`src/rtl/emmc_init_pkg.sv`:
```
package emmc_init_pkg;

    typedef enum logic [3:0] {
        ST_IDLE,
        ST_RST_SEND,
        ST_RST_WAIT,
        ST_OCR_SEND,
        ST_OCR_WAIT,
        ST_CID_SEND,
        ST_CID_WAIT,
        ST_RCA_SEND,
        ST_RCA_WAIT,
        ST_SEL_SEND,
        ST_SEL_WAIT,
        ST_XFER,
        ST_FAIL
    } seq_state_e;

    localparam logic [1:0] RSP_NONE = 2'd0;
    localparam logic [1:0] RSP_R1   = 2'd1;
    localparam logic [1:0] RSP_R2   = 2'd2;
    localparam logic [1:0] RSP_R3   = 2'd3;

    localparam logic [2:0] ERR_NONE = 3'd0;
    localparam logic [2:0] ERR_OCR  = 3'd1;
    localparam logic [2:0] ERR_CID  = 3'd2;
    localparam logic [2:0] ERR_RCA  = 3'd3;
    localparam logic [2:0] ERR_SEL  = 3'd4;

    localparam logic [5:0] IDX_RST = 6'd0;
    localparam logic [5:0] IDX_OCR = 6'd1;
    localparam logic [5:0] IDX_CID = 6'd2;
    localparam logic [5:0] IDX_RCA = 6'd3;
    localparam logic [5:0] IDX_SEL = 6'd7;

    function automatic logic [31:0] addr_arg(input logic [15:0] a);
        return {a, 16'h0000};
    endfunction

endpackage

```
`src/rtl/emmc_poll_ctr.sv`:
```
module emmc_poll_ctr #(
    parameter int MAX_POLL = 1000
) (
    input  logic clk,
    input  logic rst_n,
    input  logic clr_i,
    input  logic inc_i,
    output logic last_o
);
    localparam int CNT_W = (MAX_POLL < 2) ? 1 : $clog2(MAX_POLL);
    localparam logic [CNT_W-1:0] LAST = CNT_W'(MAX_POLL - 1);

    logic [CNT_W-1:0] cnt_q;

    always_ff @(posedge clk or negedge rst_n) begin
        if (!rst_n) begin
            cnt_q <= '0;
        end else if (clr_i) begin
            cnt_q <= '0;
        end else if (inc_i && cnt_q != LAST) begin
            cnt_q <= cnt_q + 1'b1;
        end
    end

    // attempt in progress is the final permitted one
    assign last_o = (cnt_q == LAST);

    a_r4_cnt_in_budget: assert property (@(posedge clk) disable iff (!rst_n)
        cnt_q <= LAST);

endmodule

```
`src/rtl/emmc_id_regs.sv`:
```
module emmc_id_regs (
    input  logic         clk,
    input  logic         rst_n,
    input  logic         clr_i,
    input  logic         ld_ocr_i,
    input  logic         ld_cid_i,
    input  logic         ld_rca_i,
    input  logic [31:0]  ocr_d_i,
    input  logic [127:0] cid_d_i,
    input  logic [15:0]  rca_d_i,
    output logic [31:0]  ocr_o,
    output logic [127:0] cid_o,
    output logic [15:0]  rca_o
);
    always_ff @(posedge clk or negedge rst_n) begin
        if (!rst_n) begin
            ocr_o <= '0;
            cid_o <= '0;
            rca_o <= '0;
        end else if (clr_i) begin
            ocr_o <= '0;
            cid_o <= '0;
            rca_o <= '0;
        end else begin
            if (ld_ocr_i) ocr_o <= ocr_d_i;
            if (ld_cid_i) cid_o <= cid_d_i;
            if (ld_rca_i) rca_o <= rca_d_i;
        end
    end
endmodule

```
`src/rtl/emmc_init_seq.sv`:
```
module emmc_init_seq
    import emmc_init_pkg::*;
#(
    parameter int          MAX_POLL = 1000,
    parameter logic [31:0] OCR_ARG  = 32'h40FF_8080,
    parameter logic [15:0] RCA      = 16'h0001
) (
    input  logic         clk,
    input  logic         rst_n,
    input  logic         start_i,
    output logic         cmd_req_o,
    output logic [5:0]   cmd_idx_o,
    output logic [31:0]  cmd_arg_o,
    output logic [1:0]   cmd_rsp_o,
    input  logic         rsp_done_i,
    input  logic         rsp_timeout_i,
    input  logic         rsp_crc_err_i,
    input  logic [127:0] rsp_data_i,
    output logic         ready_o,
    output logic         fail_o,
    output logic [2:0]   err_code_o,
    output logic [31:0]  ocr_o,
    output logic [127:0] cid_o,
    output logic [15:0]  rca_o
);
    seq_state_e state_q, state_d;
    logic       accept;
    logic       poll_last;
    logic       bad_rsp;
    logic       err_set;
    logic [2:0] err_val;
    logic       ld_ocr, ld_cid, ld_rca;

    assign accept  = start_i && (state_q == ST_IDLE || state_q == ST_XFER
                                 || state_q == ST_FAIL);
    assign bad_rsp = rsp_timeout_i || rsp_crc_err_i;

    // state register
    always_ff @(posedge clk or negedge rst_n) begin
        if (!rst_n) state_q <= ST_IDLE;
        else        state_q <= state_d;
    end

    always_ff @(posedge clk or negedge rst_n) begin
        if (!rst_n)       err_code_o <= ERR_NONE;
        else if (accept)  err_code_o <= ERR_NONE;
        else if (err_set) err_code_o <= err_val;
    end

    // next state
    always_comb begin
        state_d = state_q;
        err_set = 1'b0;
        err_val = ERR_NONE;
        unique case (state_q)
            ST_IDLE, ST_XFER, ST_FAIL: begin
                if (accept) state_d = ST_RST_SEND;
            end
            ST_RST_SEND: state_d = ST_RST_WAIT;
            ST_RST_WAIT: if (rsp_done_i) state_d = ST_OCR_SEND;
            ST_OCR_SEND: state_d = ST_OCR_WAIT;
            ST_OCR_WAIT: begin
                if (rsp_done_i) begin
                    if (!rsp_timeout_i && rsp_data_i[31]) begin
                        state_d = ST_CID_SEND;
                    end else if (poll_last) begin
                        state_d = ST_FAIL;
                        err_set = 1'b1;
                        err_val = ERR_OCR;
                    end else begin
                        state_d = ST_OCR_SEND;
                    end
                end
            end
            ST_CID_SEND: state_d = ST_CID_WAIT;
            ST_CID_WAIT: begin
                if (rsp_done_i) begin
                    if (bad_rsp) begin
                        state_d = ST_FAIL; err_set = 1'b1; err_val = ERR_CID;
                    end else begin
                        state_d = ST_RCA_SEND;
                    end
                end
            end
            ST_RCA_SEND: state_d = ST_RCA_WAIT;
            ST_RCA_WAIT: begin
                if (rsp_done_i) begin
                    if (bad_rsp) begin
                        state_d = ST_FAIL; err_set = 1'b1; err_val = ERR_RCA;
                    end else begin
                        state_d = ST_SEL_SEND;
                    end
                end
            end
            ST_SEL_SEND: state_d = ST_SEL_WAIT;
            ST_SEL_WAIT: begin
                if (rsp_done_i) begin
                    if (bad_rsp) begin
                        state_d = ST_FAIL; err_set = 1'b1; err_val = ERR_SEL;
                    end else begin
                        state_d = ST_XFER;
                    end
                end
            end
            default: state_d = ST_IDLE;
        endcase
    end

    // outputs
    always_comb begin
        cmd_req_o = 1'b0;
        cmd_idx_o = IDX_RST;
        cmd_arg_o = '0;
        cmd_rsp_o = RSP_NONE;
        unique case (state_q)
            ST_RST_SEND, ST_RST_WAIT: begin
                cmd_req_o = (state_q == ST_RST_SEND);
            end
            ST_OCR_SEND, ST_OCR_WAIT: begin
                cmd_req_o = (state_q == ST_OCR_SEND);
                cmd_idx_o = IDX_OCR;
                cmd_arg_o = OCR_ARG;
                cmd_rsp_o = RSP_R3;
            end
            ST_CID_SEND, ST_CID_WAIT: begin
                cmd_req_o = (state_q == ST_CID_SEND);
                cmd_idx_o = IDX_CID;
                cmd_rsp_o = RSP_R2;
            end
            ST_RCA_SEND, ST_RCA_WAIT: begin
                cmd_req_o = (state_q == ST_RCA_SEND);
                cmd_idx_o = IDX_RCA;
                cmd_arg_o = addr_arg(RCA);
                cmd_rsp_o = RSP_R1;
            end
            ST_SEL_SEND, ST_SEL_WAIT: begin
                cmd_req_o = (state_q == ST_SEL_SEND);
                cmd_idx_o = IDX_SEL;
                cmd_arg_o = addr_arg(RCA);
                cmd_rsp_o = RSP_R1;
            end
            default: ;
        endcase
    end

    assign ready_o = (state_q == ST_XFER);
    assign fail_o  = (state_q == ST_FAIL);

    assign ld_ocr = (state_q == ST_OCR_WAIT) && rsp_done_i && !rsp_timeout_i
                    && rsp_data_i[31];
    assign ld_cid = (state_q == ST_CID_WAIT) && rsp_done_i && !bad_rsp;
    assign ld_rca = (state_q == ST_RCA_WAIT) && rsp_done_i && !bad_rsp;

    emmc_poll_ctr #(.MAX_POLL(MAX_POLL)) u_poll (
        .clk    (clk),
        .rst_n  (rst_n),
        .clr_i  (accept),
        .inc_i  ((state_q == ST_OCR_WAIT) && rsp_done_i),
        .last_o (poll_last)
    );

    emmc_id_regs u_regs (
        .clk      (clk),
        .rst_n    (rst_n),
        .clr_i    (accept),
        .ld_ocr_i (ld_ocr),
        .ld_cid_i (ld_cid),
        .ld_rca_i (ld_rca),
        .ocr_d_i  (rsp_data_i[31:0]),
        .cid_d_i  (rsp_data_i),
        .rca_d_i  (RCA),
        .ocr_o    (ocr_o),
        .cid_o    (cid_o),
        .rca_o    (rca_o)
    );

    a_r11_req_pulse: assert property (@(posedge clk) disable iff (!rst_n)
        cmd_req_o |=> !cmd_req_o);

    a_r10_excl: assert property (@(posedge clk) disable iff (!rst_n)
        !(ready_o && fail_o));

    a_r10_ready_hold: assert property (@(posedge clk) disable iff (!rst_n)
        ready_o && !start_i |=> ready_o);

    a_r10_fail_hold: assert property (@(posedge clk) disable iff (!rst_n)
        fail_o && !start_i |=> fail_o && $stable(err_code_o));

    a_r8_fail_code: assert property (@(posedge clk) disable iff (!rst_n)
        fail_o |-> err_code_o != ERR_NONE);

    a_r5_ready_ocr: assert property (@(posedge clk) disable iff (!rst_n)
        ready_o |-> ocr_o[31]);

    a_r7_ready_rca: assert property (@(posedge clk) disable iff (!rst_n)
        ready_o |-> rca_o == RCA);

    a_r7_sel_after_rca: assert property (@(posedge clk) disable iff (!rst_n)
        cmd_req_o && cmd_idx_o == IDX_SEL |-> rca_o == RCA);

endmodule

```
`config.mk`:
```
export PLATFORM = sky130hd
export DESIGN_NAME = emmc_init_seq
export DESIGN_NICKNAME = d
export VERILOG_FILES = /design/src/rtl/emmc_init_pkg.sv /design/src/rtl/emmc_poll_ctr.sv /design/src/rtl/emmc_id_regs.sv /design/src/rtl/emmc_init_seq.sv
export SDC_FILE = /design/constraint.sdc
export NUM_CORES = 1
export LEC_CHECK = 0
export ABC_AREA = 0
export BUFFER_PORTS_ARGS = -buffer_cell sky130_fd_sc_hd__buf_2
export CAP_MARGIN = 30
export CORE_MARGIN = 2
export CORE_UTILIZATION = 40
export DETAILED_ROUTE_END_ITERATION = 8
export PLACE_DENSITY = 0.78
export SYNTH_ARGS = -nofsm -noshare
export SYNTH_HDL_FRONTEND = slang
export SYNTH_HIERARCHICAL = 1
export SYNTH_SLANG_ARGS = --single-unit
```
`constraint.sdc`:
```
create_clock -name clk -period 2.2 [get_ports clk]
set_input_delay 0.22 -clock clk [delete_from_list [all_inputs] [get_ports clk]]
set_output_delay 0.22 -clock clk [all_outputs]
set_load 0.03 [all_outputs]
```
==> impl_metrics.prom, run 1 <==
# TYPE chip_impl_metric gauge
chip_impl_metric{name="cts_sinks",unit=""} 193
chip_impl_metric{name="hold_viol_final",unit=""} 0
chip_impl_info{name="rsz0062_at_grt",value="no"} 1
chip_impl_metric{name="globalRoute.totalOverflow",unit=""} 0
chip_impl_metric{name="core-area",unit="sq um"} 21800
chip_impl_metric{name="num_vias",unit=""} 6772
chip_impl_metric{name="drtAntennaViolNets",unit=""} 0
chip_impl_metric{name="final-setup-viol-count",unit=""} 0
chip_impl_metric{name="post_synth_num_cell_types",unit=""} 54
chip_impl_metric{name="drc",unit=""} 0
chip_impl_metric{name="grt_antenna_before_repair",unit=""} 0
chip_impl_metric{name="num-fill-cells",unit=""} 1952
chip_impl_metric{name="yosys_warnings",unit=""} 6
chip_impl_metric{name="ys_async_sr_fraction",unit=""} 1.00
chip_impl_metric{name="grt_pass1_wl",unit="um"} 35300
chip_impl_metric{name="post_synth_inst_count",unit=""} 768
chip_impl_metric{name="wire_per_inst",unit="um"} 15.8
chip_impl_metric{name="hold-path-cell-count",unit=""} 3
chip_impl_metric{name="critical_path_required",unit="ns"} 1.98
chip_impl_metric{name="seq_cell_area",unit="sq um"} 4830
chip_impl_info{name="holdCritStartpoint",value="rsp_data_i[59]"} 1
chip_impl_metric{name="initial_utilization",unit=""} 0.406
chip_impl_metric{name="power.total",unit="W"} 0.0156
chip_impl_metric{name="yosysSeqAreaShare",unit=""} 0.547
chip_impl_info{name="holdPathEnd",value="u_regs/cid_o[59]"} 1
chip_impl_metric{name="ios",unit=""} 356
chip_impl_metric{name="vdd_ir_max",unit="V"} 0.00104
chip_impl_info{name="worst_setup_path_end_kind",value="output pin"} 1
chip_impl_metric{name="post_synth.cell_area_avg",unit="sq um"} 11.5
chip_impl_metric{name="clkLatencyLatePin",unit="ns"} 0.43
chip_impl_info{name="yosys.area.top_type",value="sky130_fd_sc_hd__dfrtp_1"} 1
chip_impl_metric{name="cp_peak_stage_delay",unit="ns"} 0.45
chip_impl_metric{name="ratio_of_final_minimum_period_to_clock_period",unit=""} 0.921
chip_impl_metric{name="layout_min_cycle_time",unit="ns"} 2.03
chip_impl_metric{name="cts_max_path_buffers",unit=""} 2
chip_impl_metric{name="regToRegSetupSlack",unit="ns"} 0.18
chip_impl_metric{name="nets",unit=""} 1236
chip_impl_metric{name="cts.clk_slew.worst_paths",unit="ns"} 0.08
chip_impl_info{name="post_synth_main_area_contributors",value="sky130_fd_sc_hd__dfrtp_1, sky130_fd_sc_hd__mux2i_1, sky130_fd_sc_hd__nor2_1, sky130_fd_sc_hd__buf_4, sky130_fd_sc_hd__buf_12"} 1
chip_impl_metric{name="synth_enable_flop_cells",unit=""} 0
chip_impl_metric{name="critical_path_peak_fanout",unit=""} 16
chip_impl_metric{name="power_leakage",unit="nW"} 5.90
chip_impl_metric{name="layout_cells_sized_above_1",unit=""} 0.363
chip_impl_metric{name="fin_skew",unit="ns"} 0.0225
chip_impl_metric{name="die-area",unit="sq um"} 23300
chip_impl_metric{name="final_number_of_max_transition_violations",unit=""} 0
chip_impl_metric{name="globalplace.congestion",unit=""} 0.860
chip_impl_metric{name="routed_via_density",unit=""} 4.86
chip_impl_metric{name="worst_ep_arrival_time",unit="ns"} 1.81
chip_impl_metric{name="areaGrowthSynthToFinish",unit="%"} 27.2
chip_impl_metric{name="htree_levels",unit=""} 4
chip_impl_metric{name="multiInputGateArea",unit="sq um"} 3440
chip_impl_metric{name="drt-pass1-iter-count",unit=""} 5
chip_impl_info{name="cts_tree",value="built"} 1
chip_impl_metric{name="post_synth_instance_area",unit="sq um"} 8830
chip_impl_metric{name="die_h",unit="um"} 153
chip_impl_info{name="r2r_start",value="u_poll/cnt_q[4]"} 1
chip_impl_metric{name="port_buffers",unit=""} 331
chip_impl_metric{name="grt_start_max_net_pins",unit=""} 68
chip_impl_info{name="outcome",value="completed"} 1
chip_impl_info{name="timing.critical_path.slowest_stage_cell",value="sky130_fd_sc_hd__dfrtp_2"} 1
chip_impl_metric{name="drv.max_cap_violation_count",unit=""} 0
chip_impl_metric{name="max_slew_margin",unit=""} 0.651
chip_impl_metric{name="yosys_top_cell_area_share",unit=""} 0.547
chip_impl_metric{name="reg2regPathDepth",unit=""} 7
chip_impl_metric{name="fp.dieW",unit="um"} 153
chip_impl_info{name="rr_endpoint",value="state_q[2]"} 1
chip_impl_info{name="cells_traversed_along_the_worst_timing_path",value="buf_4 > nand3_1 > a21oi_4 > buf_2"} 1
chip_impl_metric{name="ys_ff_latch",unit=""} 193
chip_impl_info{name="worst_hold_path_type",value="in -> reg"} 1
chip_impl_metric{name="grt_pass1_vias",unit=""} 6797
chip_impl_metric{name="hpwl",unit="um"} 15900
chip_impl_metric{name="cts_buffers",unit=""} 17
chip_impl_metric{name="powerDensity",unit="nW/um^2"} 1390
chip_impl_metric{name="final_core_util",unit=""} 0.516
chip_impl_metric{name="globalRouteTotalUtil",unit=""} 0.187
chip_impl_info{name="worstSetupStartpointType",value="flop"} 1
chip_impl_metric{name="rows",unit=""} 54
chip_impl_metric{name="worstMarginPinSlew",unit="ns"} 0.524
chip_impl_metric{name="routed_wirelength",unit="um"} 22100
chip_impl_metric{name="drt_first_iter_violations",unit=""} 401
chip_impl_metric{name="number_of_inserted_diodes",unit=""} 0
chip_impl_info{name="ys_dominant_reg_cell",value="sky130_fd_sc_hd__dfrtp_1"} 1
chip_impl_info{name="worstSetupPathType",value="reg -> out"} 1
chip_impl_info{name="clk_root_buffer_cell",value="sky130_fd_sc_hd__clkbuf_16"} 1
chip_impl_metric{name="max_freq",unit="GHz"} 0.494
chip_impl_metric{name="final.setup.tns",unit="ns"} 0
## through the flow
| stage | cell area (sq um) | setup slack [ns] | std cells | hold slack [ns] |
|---|---|---|---|---|
| floorplan | 8980 | 0.153 | 806 | -0.0756 |
| global placement | 10600 | 0.263 | 1361 | 0.248 |
| detailed placement | 10600 | 0.160 | 1361 | 0.256 |
| CTS | 11200 | 0.0302 | 1394 | 0.0175 |
| global route | 11200 | 0.0254 | 1394 | 0.0172 |
| finish | 11200 | 0.175 | 1394 | 0.0322 |
## cells by family (layout without fill, tap and decap cells)
family / Yosys count / in the layout / synth area share
other: 2 / 40 / 0.000851
adders and majority gates: 1 / 1 / 0.00142
buffers and inverters: 89 / 397 / 0.0849
and+or+nand+nor: 252 / 252 / 0.121
muxes: 179 / 179 / 0.204
xor gates and xnor gates: 1 / 1 / 0.000992
DFF: 193 / 193 / 0.547
AOI/OAI and AO/OA: 51 / 51 / 0.0400
## what timing repair did
| action | in CTS | in global routing |
|---|---|---|
| endpoints found under the setup margin | 0 | 13 |
| resized for setup | 0 | 3 |
| hold buffers | 1 | 0 |
| buffers inserted | 0 | 0 |
| hold endpoints to repair | 56 | 0 |
## cells in the mapped netlist (3+ instances only)
cell type                  number
sky130_fd_sc_hd__nand3_1        8
sky130_fd_sc_hd__nand2_1       15
sky130_fd_sc_hd__nand2b_1       8
sky130_fd_sc_hd__o221ai_1       3
sky130_fd_sc_hd__o22ai_1        3
sky130_fd_sc_hd__mux2i_1      178
sky130_fd_sc_hd__inv_1          3
sky130_fd_sc_hd__or4_1          3
sky130_fd_sc_hd__buf_2         22
sky130_fd_sc_hd__nor2_1       189
sky130_fd_sc_hd__o31ai_1        3
sky130_fd_sc_hd__buf_4         41
sky130_fd_sc_hd__dfrtp_1      193
sky130_fd_sc_hd__or3_1          5
sky130_fd_sc_hd__nand4_1        5
sky130_fd_sc_hd__clkbuf_1       6
sky130_fd_sc_hd__buf_12        13
sky130_fd_sc_hd__o21ai_0        7
sky130_fd_sc_hd__a21oi_1       13
sky130_fd_sc_hd__buf_6          3
sky130_fd_sc_hd__a21o_1         3
sky130_fd_sc_hd__nor3_1         3
## worst max path at each step
stage               startpoint           endpoint  slack (ns)  depth (start not counted)
global route        state_q[1]    u_poll/cnt_q[9]        0.03                          6
detailed placement  state_q[1]   u_regs/cid_o[73]        0.16                          6
global placement    state_q[1]   u_regs/cid_o[72]        0.26                          6
finish              state_q[1]      cmd_arg_o[18]        0.17                          4
floorplan           state_q[0]  u_regs/cid_o[112]        0.15                          8
CTS                 state_q[1]      cmd_arg_o[18]        0.03                          4
## registers in the layout (all words and copies together) (netlist names)
signal / cells
err_code_o: 3
u_regs/rca_o: 16
u_regs/cid_o: 128
u_regs/ocr_o: 32
u_poll/cnt_q: 10
state_q: 4
## routing by layer
layer	track usage	share of wire	vias up
met4	0.0608	0.018	0
met1	0.237	0.42	3287
met3	0.0421	0.057	35
met5	0	0	-
li1	-	-	3191
met2	0.320	0.50	259
## worst max-delay path: cells and delay by family, from the launching register on
family,cells,cell delay (ns)
flip-flops,1,0.45
AND/OR/NAND/NOR,1,0.17
AO/OA/AOI/OAI,1,0.27
buffers and inverters,2,0.48
## power by group
part           total [W]  switching, W  internal (W)
Combinational    0.00725       0.00510       0.00215
Sequential       0.00533      0.000622       0.00471
Clock            0.00302       0.00151       0.00151
Total             0.0156       0.00723       0.00836
## cells in the final DEF (no fill, tap or decap), types with 5 or more instances in the layout
master / count
sky130_fd_sc_hd__buf_2: 330
sky130_fd_sc_hd__o21ai_0: 7
sky130_fd_sc_hd__clkbuf_16: 17
sky130_fd_sc_hd__nand2_1: 15
sky130_fd_sc_hd__nor2_1: 189
sky130_fd_sc_hd__dfrtp_1: 192
sky130_fd_sc_hd__buf_4: 19
sky130_fd_sc_hd__a21oi_1: 12
sky130_fd_sc_hd__buf_12: 10
sky130_fd_sc_hd__mux2i_1: 178
sky130_fd_sc_hd__or3_1: 5
sky130_fd_sc_hd__conb_1: 40
sky130_fd_sc_hd__nand2b_1: 8
sky130_fd_sc_hd__nand3_1: 8
sky130_fd_sc_hd__inv_6: 5
sky130_fd_sc_hd__nand4_1: 5
## cell type report
class | count | share of cell area
clock buffer | 18 | 0.0382
timing repair buffer | 361 | 0.180
clock inverter | 14 | 0.0129
multi-input combinational | 524 | 0.306
tap | 280 | 0.0312
sequential | 193 | 0.430
inverter | 4 | 0.00134
(Power assumes the default switching activity.)
==> run 2: changes to the inputs <==
- ABC_CLOCK_PERIOD_IN_PS: not set -> 1790
- BUFFER_PORTS_ARGS: -buffer_cell sky130_fd_sc_hd__buf_2 -> not set
- DONT_BUFFER_PORTS: not set -> 1
- PLACE_DENSITY: 0.78 -> 0.63
- clock period: 2.2 -> 1.79 ns (I/O delays scaled with it)
==> impl_metrics.prom, run 2 (synthesized netlist as in run 1, its figures left out) <==
# TYPE chip_impl_metric gauge
chip_impl_metric{name="power_leakage",unit="nW"} 5.55
chip_impl_metric{name="cts-hold-fix-buffers",unit=""} 129
chip_impl_metric{name="worstPathBufferInverterCount",unit=""} 4
chip_impl_metric{name="sequentialPowerShare",unit=""} 0.485
chip_impl_metric{name="final-setup-viol-count",unit=""} 193
chip_impl_metric{name="rows",unit=""} 54
chip_impl_metric{name="layout_min_cycle_time",unit="ns"} 1.91
chip_impl_metric{name="cts_buffers",unit=""} 17
chip_impl_metric{name="share_of_total_power_in_the_clock_network",unit=""} 0.195
chip_impl_metric{name="layout_cells_sized_above_1",unit=""} 0.222
chip_impl_metric{name="die_h",unit="um"} 153
chip_impl_metric{name="drt_first_iter_violations",unit=""} 372
chip_impl_info{name="timing.critical_path.slowest_stage_cell",value="sky130_fd_sc_hd__dfrtp_1"} 1
chip_impl_metric{name="grt_antenna_before_repair",unit=""} 1
chip_impl_metric{name="globalplace.congestion",unit=""} 0.816
chip_impl_metric{name="core-area",unit="sq um"} 21800
chip_impl_metric{name="grt_start_max_net_pins",unit=""} 194
chip_impl_metric{name="wire_per_inst",unit="um"} 19.9
chip_impl_metric{name="cp_peak_stage_delay",unit="ns"} 0.43
chip_impl_info{name="path_common_cell",value="sky130_fd_sc_hd__buf_12"} 1
chip_impl_metric{name="port_buffers",unit=""} 0
chip_impl_metric{name="final.setup.tns",unit="ns"} -11.92
chip_impl_metric{name="num-fill-cells",unit=""} 1716
chip_impl_metric{name="ios",unit=""} 356
chip_impl_metric{name="num_vias",unit=""} 6534
chip_impl_metric{name="critical_path_peak_fanout",unit=""} 8
chip_impl_info{name="worst_setup_path_end_kind",value="flop"} 1
chip_impl_metric{name="final_core_util",unit=""} 0.572
chip_impl_info{name="cells_traversed_along_the_worst_timing_path",value="buf_6 > or3_1 > a21oi_2 > o21a_4 > buf_12 > buf_12 > buf_16 > nor2_1"} 1
chip_impl_metric{name="placement.cell_area",unit="sq um"} 9520
chip_impl_metric{name="fp.dieW",unit="um"} 153
chip_impl_metric{name="p_int",unit="W"} 0.0110
chip_impl_info{name="most_frequent_standard_cell_in_the_layout_excluding_fill_and_tap_cells",value="sky130_fd_sc_hd__dfrtp_1"} 1
chip_impl_metric{name="finalWorstSetupSlack",unit="ns"} -0.123
chip_impl_info{name="regMostFlops",value="u_regs/cid_o"} 1
chip_impl_metric{name="worst_ep_arrival_time",unit="ns"} 2.23
chip_impl_metric{name="post-route-cell-area",unit="sq um"} 12400
chip_impl_metric{name="hpwl",unit="um"} 15400
chip_impl_metric{name="ratio_of_final_minimum_period_to_clock_period",unit=""} 1.07
chip_impl_info{name="clk_root_buffer_cell",value="sky130_fd_sc_hd__clkbuf_16"} 1
chip_impl_metric{name="power.total",unit="W"} 0.0202
chip_impl_metric{name="fin_worst_hold_slack",unit="ns"} -0.551
chip_impl_metric{name="die-area",unit="sq um"} 23300
chip_impl_metric{name="clkLatencyLatePin",unit="ns"} 0.43
chip_impl_metric{name="critical_path_required",unit="ns"} 2.10
chip_impl_info{name="reg.largest.list",value="u_regs/cid_o x128, u_regs/ocr_o x32, u_regs/rca_o x16"} 1
chip_impl_metric{name="hold_viol_final",unit=""} 193
chip_impl_info{name="cts_tree",value="built"} 1
chip_impl_metric{name="drv.max_cap_violation_count",unit=""} 0
chip_impl_info{name="layout.cells.most_common_list",value="sky130_fd_sc_hd__dfrtp_1, sky130_fd_sc_hd__nor2_1, sky130_fd_sc_hd__mux2i_1"} 1
chip_impl_metric{name="power.net_switching",unit="W"} 0.00924
chip_impl_metric{name="routed_wirelength",unit="um"} 25500
chip_impl_metric{name="nets",unit=""} 1127
chip_impl_metric{name="drc",unit=""} 0
chip_impl_metric{name="globalRouteTotalUtil",unit=""} 0.208
chip_impl_info{name="worstSetupPathType",value="reg -> reg"} 1
chip_impl_info{name="rsz0062_at_grt",value="yes"} 1
chip_impl_metric{name="drt-pass1-iter-count",unit=""} 4
chip_impl_info{name="worstSetupStartpointType",value="flop"} 1
chip_impl_metric{name="max_freq",unit="GHz"} 0.523
chip_impl_info{name="cp_top_family",value="buffers and inverters"} 1
chip_impl_metric{name="cts_max_path_buffers",unit=""} 2
chip_impl_metric{name="drtAntennaViolNets",unit=""} 0
chip_impl_metric{name="globalRoute.totalOverflow",unit=""} 0
chip_impl_metric{name="largest_register_ffs",unit=""} 128
chip_impl_metric{name="globalRouteMet2Util",unit=""} 0.359
chip_impl_metric{name="areaGrowthSynthToFinish",unit="%"} 40.9
chip_impl_info{name="violations",value="hold timing, setup timing"} 1
chip_impl_metric{name="power.share.switching",unit=""} 0.458
chip_impl_metric{name="grt_pass1_vias",unit=""} 6923
chip_impl_metric{name="grt_use_met1",unit=""} 0.248
chip_impl_info{name="outcome",value="finished, violations left"} 1
chip_impl_metric{name="htree_levels",unit=""} 4
chip_impl_metric{name="cts_sinks",unit=""} 193
chip_impl_metric{name="met3_usage",unit=""} 0.0629
chip_impl_metric{name="cts.clk_slew.worst_paths",unit="ns"} 0.08
chip_impl_metric{name="fin_skew",unit="ns"} 0.0120
chip_impl_metric{name="grt_pass1_wl",unit="um"} 38500
chip_impl_info{name="grt_most_used_layer",value="met2"} 1
chip_impl_info{name="worst_hold_path_type",value="in -> async"} 1
chip_impl_metric{name="routed_via_density",unit=""} 5.08
chip_impl_metric{name="final_number_of_max_transition_violations",unit=""} 0
chip_impl_metric{name="vdd_ir_max",unit="V"} 0.00179
chip_impl_metric{name="comb_power_share",unit=""} 0.319
chip_impl_metric{name="initial_utilization",unit=""} 0.406
chip_impl_metric{name="powerDensity",unit="nW/um^2"} 1620
[run 2: cell types whose count changed in the layout (fill, tap and decap cells not counted), moves of 12 or more]
cell / before / now
sky130_fd_sc_hd__mux2i_2: 0 / 20
sky130_fd_sc_hd__nor2_1: 189 / 177
sky130_fd_sc_hd__buf_2: 330 / 0
sky130_fd_sc_hd__buf_6: 0 / 24
sky130_fd_sc_hd__buf_4: 19 / 58
sky130_fd_sc_hd__buf_12: 10 / 27
sky130_fd_sc_hd__mux2i_1: 178 / 153
sky130_fd_sc_hd__dlygate4sd3_1: 1 / 129
[run 2: worst paths after layout]
check | to | slack, ns | from | depth (start not counted)
max | u_regs/cid_o[71] | -0.12 | state_q[1] | 8
min | u_regs/cid_o[35] | -0.55 | rst_n | 0
max reg2reg | u_regs/cid_o[71] | -0.12 | state_q[1] | 8
min reg2reg | u_poll/cnt_q[9] | 0.56 | u_poll/cnt_q[9] | 2
max in group asynchronous | u_regs/ocr_o[9] | 2.06 | rst_n | 0
min in group clk | state_q[3] | 0.04 | rsp_done_i | 3
[run 2: area by class of cell]
class | count | area [sq um] | share of cell area
Clock buffer | 17 | 425 | 0.0342
Clock inverter | 14 | 174 | 0.0140
Sequential cell | 193 | 4830 | 0.389
Tap cell | 280 | 350 | 0.0282
Antenna cell | 1 | 2.50 | 0.000201
Timing Repair Buffer | 252 | 2880 | 0.232
Multi-Input combinational cell | 524 | 3750 | 0.301
Inverter | 4 | 22.5 | 0.00181
[run 2: what timing repair did]
item	CTS	global route
setup endpoints to repair	133	208
hold endpoints to repair	356	193
gates resized for setup	76	54
gates cloned	4	8
pin swaps	31	7
setup buffers	17	4
[run 2: power by group through the flow]
stage / Clock, W / Sequential [W] / Combinational, W
floorplan: 0 / 0.00934 / 0.00372
global placement: 0 / 0.00979 / 0.00475
detailed placement: 0 / 0.00980 / 0.00486
CTS: 0.00404 / 0.00972 / 0.00590
global route: 0.00422 / 0.00995 / 0.00699
finish: 0.00395 / 0.00980 / 0.00645
[run 2: per-stage QoR]
| step | cells | setup slack (ns) |
|---|---|---|
| after floorplan | 806 | -0.0308 |
| after global routing | 1285 | -0.256 |
| after CTS | 1272 | -0.0948 |
| after detailed placement | 1091 | -0.0712 |
| after global placement | 1091 | -0.0355 |
| final | 1285 | -0.123 |
[run 2: layer usage]
| layer | part of all wire | wire length [um] |
|---|---|---|
| met3 | 0.074 | 1890 |
| met2 | 0.52 | 13300 |
| met4 | 0.020 | 512 |
| met5 | 0 | 0 |
| met1 | 0.39 | 9880 |
==> run 3: changes to the inputs <==
==> constraint.sdc (replaced) <==
create_clock -name clk -period 1.79 [get_ports clk]
set_input_delay 0.0895 -clock clk [delete_from_list [all_inputs] [get_ports clk]]
set_output_delay 0.0895 -clock clk [all_outputs]
set_load 0.03 [all_outputs]
==> impl_metrics.prom, run 3 (synthesized netlist as in run 1, its figures left out) <==
# TYPE chip_impl_metric gauge
chip_impl_metric{name="final.setup.tns",unit="ns"} -21.49
chip_impl_metric{name="multiInputGateArea",unit="sq um"} 3680
chip_impl_metric{name="nets",unit=""} 1110
chip_impl_metric{name="grt_pass1_wl",unit="um"} 37400
chip_impl_metric{name="die-area",unit="sq um"} 23300
chip_impl_metric{name="final-setup-viol-count",unit=""} 195
chip_impl_info{name="regMostFlops",value="u_regs/cid_o"} 1
chip_impl_metric{name="seq_cell_area",unit="sq um"} 4830
chip_impl_info{name="violations",value="hold timing, setup timing"} 1
chip_impl_metric{name="drv.max_cap_violation_count",unit=""} 0
chip_impl_info{name="rsz0062_at_grt",value="yes"} 1
chip_impl_metric{name="power_leakage",unit="nW"} 5.45
chip_impl_metric{name="final_number_of_max_transition_violations",unit=""} 0
chip_impl_metric{name="drtAntennaViolNets",unit=""} 0
chip_impl_metric{name="reg2regPathDepth",unit=""} 7
chip_impl_metric{name="final_core_util",unit=""} 0.557
chip_impl_metric{name="fin_skew",unit="ns"} 0.0225
chip_impl_metric{name="areaGrowthSynthToFinish",unit="%"} 37.4
chip_impl_metric{name="cts_sinks",unit=""} 193
chip_impl_metric{name="globalRoute.totalOverflow",unit=""} 0
chip_impl_metric{name="initial_utilization",unit=""} 0.406
chip_impl_metric{name="core-area",unit="sq um"} 21800
chip_impl_metric{name="layout_min_cycle_time",unit="ns"} 1.96
chip_impl_metric{name="grt_antenna_before_repair",unit=""} 0
chip_impl_metric{name="num-fill-cells",unit=""} 1778
chip_impl_metric{name="globalRouteTotalUtil",unit=""} 0.200
chip_impl_metric{name="cts-hold-fix-buffers",unit=""} 130
chip_impl_metric{name="grt_pass1_vias",unit=""} 6676
chip_impl_metric{name="port_buffers",unit=""} 0
chip_impl_metric{name="wire_per_inst",unit="um"} 20.8
chip_impl_metric{name="drt_first_iter_violations",unit=""} 404
chip_impl_metric{name="grt_start_max_net_pins",unit=""} 194
chip_impl_metric{name="routed_via_density",unit=""} 5.26
chip_impl_metric{name="drt-pass1-iter-count",unit=""} 7
chip_impl_metric{name="ios",unit=""} 356
chip_impl_info{name="most_frequent_standard_cell_in_the_layout_excluding_fill_and_tap_cells",value="sky130_fd_sc_hd__dfrtp_1"} 1
chip_impl_metric{name="hpwl",unit="um"} 14700
chip_impl_info{name="worst_hold_path_type",value="in -> async"} 1
chip_impl_info{name="worstSetupStartpointType",value="flop"} 1
chip_impl_metric{name="globalplace.congestion",unit=""} 0.863
chip_impl_metric{name="largest_register_ffs",unit=""} 128
chip_impl_metric{name="die_h",unit="um"} 153
chip_impl_metric{name="number_of_inserted_diodes",unit=""} 0
chip_impl_info{name="layout.cells.most_common_list",value="sky130_fd_sc_hd__dfrtp_1, sky130_fd_sc_hd__nor2_1, sky130_fd_sc_hd__mux2i_1"} 1
chip_impl_metric{name="layout_cells_sized_above_1",unit=""} 0.190
chip_impl_metric{name="cts.clk_slew.worst_paths",unit="ns"} 0.08
chip_impl_info{name="worst_setup_path_end_kind",value="flop"} 1
chip_impl_metric{name="cts_max_path_buffers",unit=""} 2
chip_impl_metric{name="num_vias",unit=""} 6676
chip_impl_info{name="cts_tree",value="built"} 1
chip_impl_metric{name="htree_levels",unit=""} 4
chip_impl_metric{name="ratio_of_final_minimum_period_to_clock_period",unit=""} 1.09
chip_impl_metric{name="cts_buffers",unit=""} 17
chip_impl_metric{name="critical_path_peak_fanout",unit=""} 18
chip_impl_metric{name="finalWorstSetupSlack",unit="ns"} -0.168
chip_impl_metric{name="routed_wirelength",unit="um"} 26400
chip_impl_metric{name="worst_ep_arrival_time",unit="ns"} 2.26
chip_impl_metric{name="hold_viol_final",unit=""} 193
chip_impl_metric{name="fin_worst_hold_slack",unit="ns"} -0.646
chip_impl_metric{name="critical_path_required",unit="ns"} 2.09
chip_impl_metric{name="rows",unit=""} 54
chip_impl_metric{name="max_freq",unit="GHz"} 0.511
chip_impl_info{name="clk_root_buffer_cell",value="sky130_fd_sc_hd__clkbuf_16"} 1
chip_impl_metric{name="powerDensity",unit="nW/um^2"} 1640
chip_impl_info{name="reg.largest.list",value="u_regs/cid_o x128, u_regs/ocr_o x32, u_regs/rca_o x16"} 1
chip_impl_info{name="outcome",value="finished, violations left"} 1
chip_impl_metric{name="vdd_ir_max",unit="V"} 0.00180
chip_impl_metric{name="drc",unit=""} 0
chip_impl_metric{name="fp.dieW",unit="um"} 153
chip_impl_metric{name="clkLatencyLatePin",unit="ns"} 0.43
chip_impl_info{name="worstSetupPathType",value="reg -> reg"} 1
## run 3: path summary, 6_finish.rpt
| check | endpoint | slack [ns] | start |
|---|---|---|---|
| worst max-delay path | u_regs/cid_o[121] | -0.17 | state_q[1] |
| worst min register to register | u_poll/cnt_q[9] | 0.55 | u_poll/cnt_q[9] |
| worst max register to register | u_regs/cid_o[121] | -0.17 | state_q[1] |
| worst min-delay path | state_q[0] | -0.65 | rst_n |
| min in group clk | state_q[2] | 0.02 | rsp_done_i |
| max in group asynchronous | u_regs/cid_o[8] | 2.15 | rst_n |
## run 3: power breakdown
group,switching [W],internal [W],leakage [nW]
combinational,0.00336,0.00288,2.51
sequential,0.00406,0.00574,2.65
clock,0.00190,0.00190,0.286
## run 3: metrics by stage
| step | hold slack, ns | power [W] | std cells | area [sq um] | setup slack, ns |
|---|---|---|---|---|---|
| 5_1_grt | -0.672 | 0.0207 | 1268 | 12100 | -0.223 |
| 2_1_floorplan | -0.206 | 0.0130 | 806 | 9040 | -0.0658 |
| 3_5_place_dp | -0.199 | 0.0144 | 1067 | 9320 | -0.110 |
| 4_1_cts | -0.669 | 0.0189 | 1239 | 11500 | -0.0569 |
| 3_3_place_gp | -0.200 | 0.0143 | 1067 | 9320 | -0.116 |
| 6_report | -0.646 | 0.0198 | 1268 | 12100 | -0.168 |
## run 3: final cells by class
type / instances / area share
Clock buffer: 18 / 0.0354
Clock inverter: 14 / 0.0126
Inverter: 4 / 0.00165
Multi-Input combinational cell: 524 / 0.303
Sequential cell: 193 / 0.398
Tap cell: 280 / 0.0289
Timing Repair Buffer: 235 / 0.220
## run 3: per-layer routing
| metal | GRT usage | part of all wire | routed length (um) |
|---|---|---|---|
| met1 | 0.237 | 0.38 | 9920 |
| met2 | 0.346 | 0.52 | 13600 |
| met3 | 0.0629 | 0.082 | 2170 |
| met4 | 0.0657 | 0.025 | 666 |
| met5 | 0 | 0 | 0 |
## run 3: worst max-delay path, stage by stage (launching register included)
cell and delay, ns:
sky130_fd_sc_hd__dfrtp_1 0.44, sky130_fd_sc_hd__buf_4 0.17, sky130_fd_sc_hd__or3_1 0.34, sky130_fd_sc_hd__a21oi_2 0.18
sky130_fd_sc_hd__o21a_4 0.28, sky130_fd_sc_hd__buf_12 0.19, sky130_fd_sc_hd__buf_12 0.16, sky130_fd_sc_hd__nor2_1 0.06
## run 3: what timing repair did
item                                    CTS  global route
endpoints found under the setup margin  203           208
buffers inserted                          9            16
gates resized for setup                  34            66
endpoints found under the hold margin   358           193
cloned                                    1            16
pin swaps                                14            19
